[src/rtl/flash_cmd_seq.sv]
module flash_cmd_seq #(
  parameter int AW = 20,
  parameter int DW = 16
) (
  input  logic          clk,
  input  logic          rst_n,
  input  logic          ce_n,
  input  logic          oe_n,
  input  logic          we_n,
  input  logic          hw_rst_n,
  input  logic          accel,
  input  logic [AW-1:0] addr,
  input  logic [DW-1:0] wdata,
  output logic          dout_en,
  output logic          autosel_rd,
  output logic          unprot,
  output logic          prog_req,
  output logic          erase_req,
  output logic          erase_all,
  output logic [AW-1:0] op_addr,
  output logic [DW-1:0] op_data
);

  typedef enum logic [3:0] {RD, C1, C2, ASEL, PGM, ES, E1, E2, BYP, BPGM, BEXIT} st_t;

  localparam logic [4:0] PIN_IDLE = 5'b01111;

  st_t st, nxt;
  logic [4:0] p1, p2, p3;
  logic [AW-1:0] a1, a2;
  logic [DW-1:0] d1, d2;
  logic fire_p, fire_e, all_e;

  always_ff @(posedge clk or negedge rst_n)
    if (!rst_n) begin
      p1 <= PIN_IDLE; p2 <= PIN_IDLE; p3 <= PIN_IDLE;
      a1 <= '0; a2 <= '0; d1 <= '0; d2 <= '0;
    end else begin
      p1 <= {accel, hw_rst_n, oe_n, ce_n, we_n};
      p2 <= p1; p3 <= p2;
      a1 <= addr; a2 <= a1;
      d1 <= wdata; d2 <= d1;
    end

  wire        we_rise  = p2[0] & ~p3[0] & ~p3[1] & p3[2];
  wire        acc      = p2[4];
  wire        acc_fall = p3[4] & ~p2[4];
  wire        rp_ok    = p2[3];
  wire [7:0]  cmd      = d2[7:0];
  wire [10:0] a11      = a2[10:0];
  wire        is_u1    = cmd == 8'hAA && a11 == 11'h555;
  wire        is_u2    = cmd == 8'h55 && a11 == 11'h2AA;

  function automatic logic in_byp(st_t s);
    return s == BYP || s == BPGM || s == BEXIT;
  endfunction

  always_comb begin
    nxt = st; fire_p = 1'b0; fire_e = 1'b0; all_e = 1'b0;
    if (we_rise) begin
      case (st)
        RD, ASEL: nxt = is_u1 ? C1 : RD;
        C1:       nxt = is_u2 ? C2 : RD;
        C2: begin
          nxt = RD;
          if (a11 == 11'h555)
            case (cmd)
              8'hA0:   nxt = PGM;
              8'h80:   nxt = ES;
              8'h90:   nxt = ASEL;
              8'h20:   nxt = BYP;
              default: nxt = RD;
            endcase
        end
        PGM:      begin fire_p = 1'b1; nxt = RD; end
        ES:       nxt = is_u1 ? E1 : RD;
        E1:       nxt = is_u2 ? E2 : RD;
        E2: begin
          nxt = RD;
          if (cmd == 8'h30) fire_e = 1'b1;
          else if (cmd == 8'h10 && a11 == 11'h555) begin fire_e = 1'b1; all_e = 1'b1; end
        end
        BYP:      nxt = cmd == 8'hA0 ? BPGM : (cmd == 8'h90 ? BEXIT : BYP);
        BPGM:     begin fire_p = 1'b1; nxt = BYP; end
        BEXIT:    nxt = cmd == 8'h00 ? RD : BYP;
        default:  nxt = RD;
      endcase
      if (cmd == 8'hF0 && st != PGM && st != BPGM) nxt = RD;
    end
    if (acc && !in_byp(nxt)) nxt = BYP;
    if (acc_fall) nxt = RD;
    if (!rp_ok) begin nxt = RD; fire_p = 1'b0; fire_e = 1'b0; end
  end

  always_ff @(posedge clk or negedge rst_n)
    if (!rst_n) begin
      st <= RD; prog_req <= 1'b0; erase_req <= 1'b0; erase_all <= 1'b0;
      op_addr <= '0; op_data <= '0;
    end else begin
      st <= nxt;
      prog_req <= fire_p;
      erase_req <= fire_e;
      if (fire_p || fire_e) begin
        op_addr <= a2; op_data <= d2; erase_all <= all_e;
      end
    end

  assign dout_en    = ~ce_n & ~oe_n & we_n & hw_rst_n;
  assign autosel_rd = dout_en & (st == ASEL);
  assign unprot     = acc;

  wire byp_now = in_byp(st);

  a_r3_standby_hiz: assert property (@(posedge clk) disable iff (!rst_n)
    (ce_n && hw_rst_n) |-> !dout_en);
  a_r5_prog_after_edge: assert property (@(posedge clk) disable iff (!rst_n)
    prog_req |-> $past(we_rise));
  a_r6_req_exclusive: assert property (@(posedge clk) disable iff (!rst_n)
    !(prog_req && erase_req));
  a_r11_accel_holds_bypass: assert property (@(posedge clk) disable iff (!rst_n)
    (acc && rp_ok) |=> byp_now);
  a_r12_pin_reset_read: assert property (@(posedge clk) disable iff (!rst_n)
    !rp_ok |=> (st == RD));
  a_r7_id_only_in_read: assert property (@(posedge clk) disable iff (!rst_n)
    autosel_rd |-> dout_en);

endmodule

[config.mk]
export PLATFORM = sky130hd
export DESIGN_NAME = flash_cmd_seq
export DESIGN_NICKNAME = d
export VERILOG_FILES = /design/src/rtl/flash_cmd_seq.sv
export SDC_FILE = /design/constraint.sdc
export NUM_CORES = 1
export LEC_CHECK = 0
export CAP_MARGIN = 20
export CELL_PAD_IN_SITES_DETAIL_PLACEMENT = 1
export CELL_PAD_IN_SITES_GLOBAL_PLACEMENT = 1
export CORE_ASPECT_RATIO = 0.75
export CORE_MARGIN = 2
export CORE_UTILIZATION = 27
export DETAILED_ROUTE_END_ITERATION = 8
export PLACE_DENSITY_LB_ADDON = 0.1
export SETUP_SLACK_MARGIN = 0.4
export SYNTH_ARGS = -nofsm -noshare
export SYNTH_HDL_FRONTEND = slang
export SYNTH_SLANG_ARGS = --single-unit
[constraint.sdc]
create_clock -name clk -period 2.4 [get_ports clk]
set_input_delay 0.48 -clock clk [delete_from_list [all_inputs] [get_ports clk]]
set_output_delay 0.48 -clock clk [all_outputs]
set_load 0.005 [all_outputs]
==> flow_summary.yaml, run 1 <==
status:
  status: "finished clean"
route:
  drc: 0
  drtIter0Drc: 82
  wirelength_mm: 9.950
  vias: 2647
  drtPass1Iterations: 4
  via_per_inst: 4.318
  routedWlPerCell_um: 16.23
  drt.antenna.violating_nets: 0
logic_synthesis:
  yosysTopAreaCellShare_pct: 65.39
  ys_types: 45
  ys_top_cells_by_area: "dfrtp_1 (65%), mux2_4 (9.6%), dfstp_2 (6.4%), mux2_2 (1.7%), buf_12 (1.3%)"
  ys_warn_count: 0
  synth_ff_type: "dfrtp_1"
  ys_seq_area_share_pct: 71.79
  netlist_area_um2: 4516
  async_reset_ff_share_pct: 100.0
  synth_top_area_cell: "dfrtp_1"
  avgSynthCellArea_um2: 16.79
  syn_inst: 269
  synth_nets: 312
  synth_edf_count: 0
  yosys_register_bits: 129
die:
  num_rows: 40
  die_y_um: 116.0
  core_um2: 16170
  dieArea_um2: 17790
  start_util_pct: 27.93
  num_io_pins: 85
  die_w_um: 153.3
finish:
  final_util_pct: 41.21
  syn_to_final_growth_pct: 47.52
  fin_cells: 613
  fillCellCount: 1619
  layout_commonest_cell: "dfrtp_1"
  antenna_cells: 0
  layout-drive-gt1-share_pct: 33.75
  fin_nets: 433
  layout_common_cells: "dfrtp_1 (113), clkdlybuf4s50_1 (78), mux2_4 (31), buf_4 (18), clkbuf_16 (17)"
power:
  p_int_mw: 4.330
  p_sw_share_pct: 20.60
  leakage_nw: 2.898
  ir_worst_vdd_mv: 0.4439
  clkPwrFrac_pct: 54.3
  power.density_nw_per_um2: 818.5
  combPwrFrac_pct: 3.5
  seqPwrFrac_pct: 42.2
  p_switching_mw: 1.123
sta:
  skew_ps: 9.203
  fin_tns_setup_ps: 0
  relSlewSlack_pct: 61.03
  min_period_ps: 2070
  tightest_slew_ps: 584.5
  hold_viol_final: 0
  rsz0062_at_grt: "true"
  finalSetupViolations: 0
  maxSlewViolCount: 0
  fmax_mhz: 483.1
  period_share_pct: 86.25
place:
  dpl.hpwl_mm: 6.482
  port_buffers: 84
  gp_congestion: 0.8000
  place_inst: 566
worst_setup_path:
  critPathArrivalTime_ps: 2360
  worst_setup_path_start_kind: "flip-flop"
  cp_max_fo: 16
  cp-end-kind: "flip-flop"
  reg2reg_slack_ps: 330
  required_ps: 2690
  critPathKind: "reg2reg"
global_route:
  grt_overflow: 0
  grt_pass1_wl_mm: 16.28
  grt_antenna_before_repair: 0
  grt_start_max_net_pins: 63
  grt_pass1_vias: 2992
  grt_use_total_pct: 12.22
clock_network:
  h-tree-depth: 4
  cts_tree: "yes"
  cts.sinks: 129
  cts_buffers: 17
  clk_latency_ps: 420
  cts-root-buf: "clkbuf_16"
  cts.path.max_buffers: 2
  clk_pin_slew_ps: 60
  hold_buffers: 0
hold_path:
  worst_hold_path_type: "in2async"
run:
  drv_cap: 0
-- flip-flops by register name, summed over array words and instances (netlist names) --
register,cells
a2,20
p3,4
p1,5
erase_req,1
a1,20
d2,16
erase_all,1
d1,16
prog_req,1
op_data,16
p2,5
op_addr,20
st,4
-- Yosys cell counts, drive strengths merged (3+ instances only) --
library cell	n
dfrtp	118
mux2	36
dfstp	11
nand2	11
nand4	8
nor2	8
nor2b	8
nor4b	7
a21oi	6
buf	6
nor3	5
nand2b	4
nor4bb	4
a21boi	3
and2	3
inv	3
nand3	3
o32ai	3
-- critical path, cell delays in order (launching register included) --
cell      delay [ps]
dfstp_2          580
nor4bb_4         390
nand2_1          220
nor2_8           210
buf_12           200
mux2_2           340
-- power by group through the flow --
stage	logic [mW]	registers, mW	clock network [mW]
6_report	0.191	2.30	2.96
5_1_grt	0.213	2.31	3.16
3_3_place_gp	0.169	2.34	0
2_1_floorplan	0.0376	2.32	0
4_1_cts	0.176	2.31	3.05
3_5_place_dp	0.172	2.34	0
-- worst paths after layout --
| kind | from | cells after the start | to |
|---|---|---|---|
| worst min register to register | d1[10]$_DFF_PN0_ | 0 | d2[10]$_DFF_PN0_ |
| worst max register to register | p2[0]$_DFF_PN1_ | 5 | op_data[2]$_DFFE_PN0P_ |
| worst min-delay path | rst_n | 1 | a1[8]$_DFF_PN0_ |
| min in group clk | oe_n | 1 | p1[2]$_DFF_PN1_ |
| worst max-delay path | p2[0]$_DFF_PN1_ | 5 | op_data[2]$_DFFE_PN0P_ |
| max in group asynchronous | rst_n | 2 | p3[1]$_DFF_PN1_ |
-- layout make-up --
class / count / area, um2 / share of cell area, %
Clock buffer: 17 / 425.4 / 6.386
Sequential cell: 129 / 3248 / 48.76
Tap cell: 210 / 262.8 / 3.944
Timing Repair Buffer: 109 / 1101 / 16.53
Inverter: 3 / 11.26 / 0.1690
Multi-Input combinational cell: 130 / 1359 / 20.40
Clock inverter: 15 / 254.0 / 3.813
-- repair_timing --
| action | 4_1_cts | 5_1_grt |
|---|---|---|
| buffers inserted | 6 | 9 |
| gates resized for setup | 18 | 26 |
| endpoints found under the setup margin | 43 | 42 |
| pin swaps | 1 | 10 |
-- metal layers --
layer  share of wire (%)  vias up  track usage [%]
li1                    -     1198                -
met1                  47     1378            16.03
met2                  47       59            18.21
met3                 5.3       12            5.348
met4                0.94        0            4.220
met5                   0        -                0
-- kinds of logic (layout without fill, tap and decap cells) --
group | after synthesis | in the layout | synth area share (%)
AO/OA/AOI/OAI | 23 | 23 | 3.879
flip-flops | 129 | 129 | 71.79
multiplexers | 37 | 37 | 11.61
buffers and inverters | 10 | 144 | 1.995
AND/OR/NAND/NOR | 70 | 70 | 10.72
-- metrics by stage --
stage | power [mW] | cell area [um2] | hold WS, ps | setup slack (ps)
after floorplan | 2.361 | 4524 | 184.4 | 457.2
after global placement | 2.507 | 5675 | 331.9 | -53.09
after detailed placement | 2.514 | 5675 | 335.6 | -151.4
after CTS | 5.527 | 6470 | 58.19 | 262.7
after global routing | 5.684 | 6661 | 74.42 | 203.7
final | 5.453 | 6661 | 40.17 | 329.9
Power figures use the tool's default switching activity.
==> run 2, diff against run 1 <==
--- a/config.mk
+++ b/config.mk
@@ -14,6 +14,7 @@
 export DETAILED_ROUTE_END_ITERATION = 8
 export PLACE_DENSITY_LB_ADDON = 0.1
 export SETUP_SLACK_MARGIN = 0.4
+export SKIP_LAST_GASP = 1
 export SYNTH_ARGS = -nofsm -noshare
 export SYNTH_HDL_FRONTEND = slang
 export SYNTH_SLANG_ARGS = --single-unit
==> results of run 2 <==
Same layout as run 1: the final DEF is identical, and so are final timing and power.
==> run 3, diff against run 2 <==
--- a/config.mk
+++ b/config.mk
@@ -12,6 +12,7 @@
 export CORE_MARGIN = 2
 export CORE_UTILIZATION = 27
 export DETAILED_ROUTE_END_ITERATION = 8
+export HOLD_SLACK_MARGIN = 0.15
 export PLACE_DENSITY_LB_ADDON = 0.1
 export SETUP_SLACK_MARGIN = 0.4
 export SKIP_LAST_GASP = 1
==> run 3 against run 2 <==
  * Clock power about the same
  * Combinational power about the same
  * Setup slack about the same
  * Sequential power about the same
  * Global-route usage about the same
  * First-iteration DRC count up 7.3%
  * Wire length up 0.33%
  * Clock skew down 1.1 ps
  * Clock-buffer cell count unchanged
  * Utilization up 0.062 points
  * Largest cell class unchanged
  * Register-to-register slack about the same
  * Non-clock buffer count up 1
==> flow_summary.yaml, run 3 (same netlist as run 1, synthesis figures left out) <==
status:
  status: "finished clean"
die:
  num_io_pins: 85
  die_y_um: 116.0
  dieArea_um2: 17790
  core_um2: 16170
  start_util_pct: 27.93
  die_w_um: 153.3
  num_rows: 40
finish:
  syn_to_final_growth_pct: 47.74
  fin_nets: 434
  layout_common_cells: "dfrtp_1 (113), clkdlybuf4s50_1 (78), mux2_4 (31), buf_4 (18), clkbuf_16 (17)"
  reg_top3: "a1 (20), a2 (20), op_addr (20)"
  final_util_pct: 41.27
  fin_cells: 614
  layout-drive-gt1-share_pct: 33.66
  layout_commonest_cell: "dfrtp_1"
  antenna_cells: 0
global_route:
  grt_antenna_before_repair: 0
  grt_use_total_pct: 12.23
  grt_start_max_net_pins: 63
  grt_overflow: 0
  grt_pass1_vias: 2995
  grt_pass1_wl_mm: 16.29
route:
  wl_met3_um: 560
  dr_wl_met2_mm: 4.640
  vias: 2658
  wl_met1_mm: 4.683
  drtPass1Iterations: 4
  drc: 0
  drt.antenna.violating_nets: 0
  drtIter0Drc: 88
  via_per_inst: 4.329
  dr.max_layer_used: "met4"
  routedWlPerCell_um: 16.26
  wirelength_mm: 9.983
place:
  dpl.hpwl_mm: 6.482
  port_buffers: 84
  gp_congestion: 0.8000
  place_inst: 566
worst_setup_path:
  cp_max_fo: 16
  cp-end-kind: "flip-flop"
  reg2reg_slack_ps: 330
  critPathArrivalTime_ps: 2360
  critPathKind: "reg2reg"
  required_ps: 2690
  worst_setup_path_start_kind: "flip-flop"
  r2r_cells: 5
clock_network:
  cts.path.max_buffers: 2
  clk_latency_ps: 420
  cts_tree: "yes"
  h-tree-depth: 4
  cts_buffers: 17
  clk_pin_slew_ps: 60
  cts-root-buf: "clkbuf_16"
  cts.sinks: 129
sta:
  fmax_mhz: 483.0
  worst_hold_slack_ps: 223.6
  hold_viol_final: 0
  maxSlewViolCount: 0
  rsz0062_at_grt: "true"
  min_period_ps: 2070
  fin_tns_setup_ps: 0
  skew_ps: 8.065
  finalSetupViolations: 0
  period_share_pct: 86.27
  tightest_slew_ps: 586.3
  relSlewSlack_pct: 60.91
power:
  power_mw: 5.456
  power.density_nw_per_um2: 817.8
  leakage_nw: 2.903
  ir_worst_vdd_mv: 0.4444
run:
  drv_cap: 0
hold_path:
  min_path_cells: 1
  worst_hold_path_type: "in2reg"
[run 3: cell types whose count changed in the layout (fill, tap and decap cells not counted)]
cell and change:
dlygate4sd3_1 +1
[run 3: layout make-up]
type                            count  area (um2)
Clock buffer                       17       425.4
Sequential cell                   129        3248
Timing Repair Buffer              110        1111
Multi-Input combinational cell    130        1359
Tap cell                          210       262.8
Fill cell                        1618        9494
Inverter                            3       11.26
Clock inverter                     15       254.0
[run 3: metal layers]
layer,vias to the layer above,GRT usage [%]
li1,1201,-
met1,1383,16.05
met4,0,4.220
met2,61,18.21
met5,-,0
met3,13,5.348
[run 3: metrics by stage]
| step | worst slack, ps | cell area [um2] |
|---|---|---|
| floorplan | 457.2 | 4524 |
| global placement | -53.09 | 5675 |
| detailed placement | -151.4 | 5675 |
| CTS | 262.7 | 6480 |
| global route | 203.7 | 6671 |
| finish | 329.5 | 6671 |
[run 3: what timing repair did]
action,in CTS,in global routing
setup endpoints to repair,43,42
resized for setup,18,26
buffers inserted,6,9
hold buffers,1,0
gates cloned,0,0
endpoints found under the hold margin,60,0
pin swaps,1,10
[run 3: worst paths after layout]
path                                  startpoint                     end
worst max-delay path             p2[0]$_DFF_PN1_  op_data[2]$_DFFE_PN0P_
worst min-delay path                        oe_n         p1[2]$_DFF_PN1_
worst max register to register   p2[0]$_DFF_PN1_  op_data[2]$_DFFE_PN0P_
worst min register to register  d1[10]$_DFF_PN0_        d2[10]$_DFF_PN0_
max in group asynchronous                  rst_n         p3[1]$_DFF_PN1_
min in group asynchronous                  rst_n         a1[8]$_DFF_PN0_
[run 3: report_power, final]
part           total [mW]  switching [mW]  internal [mW]  leakage [nW]
Clock                2.96           0.995           1.96         0.334
Combinational       0.193          0.0849          0.108         0.986
Sequential           2.30          0.0451           2.26          1.58
Total                5.46            1.13           4.33          2.90
[run 3: worst max-delay path: stages, from the launching register on]
cell      delay [ps]
dfstp_2          580
nor4bb_4         390
nand2_1          220
nor2_8           210
buf_12           200
mux2_2           340
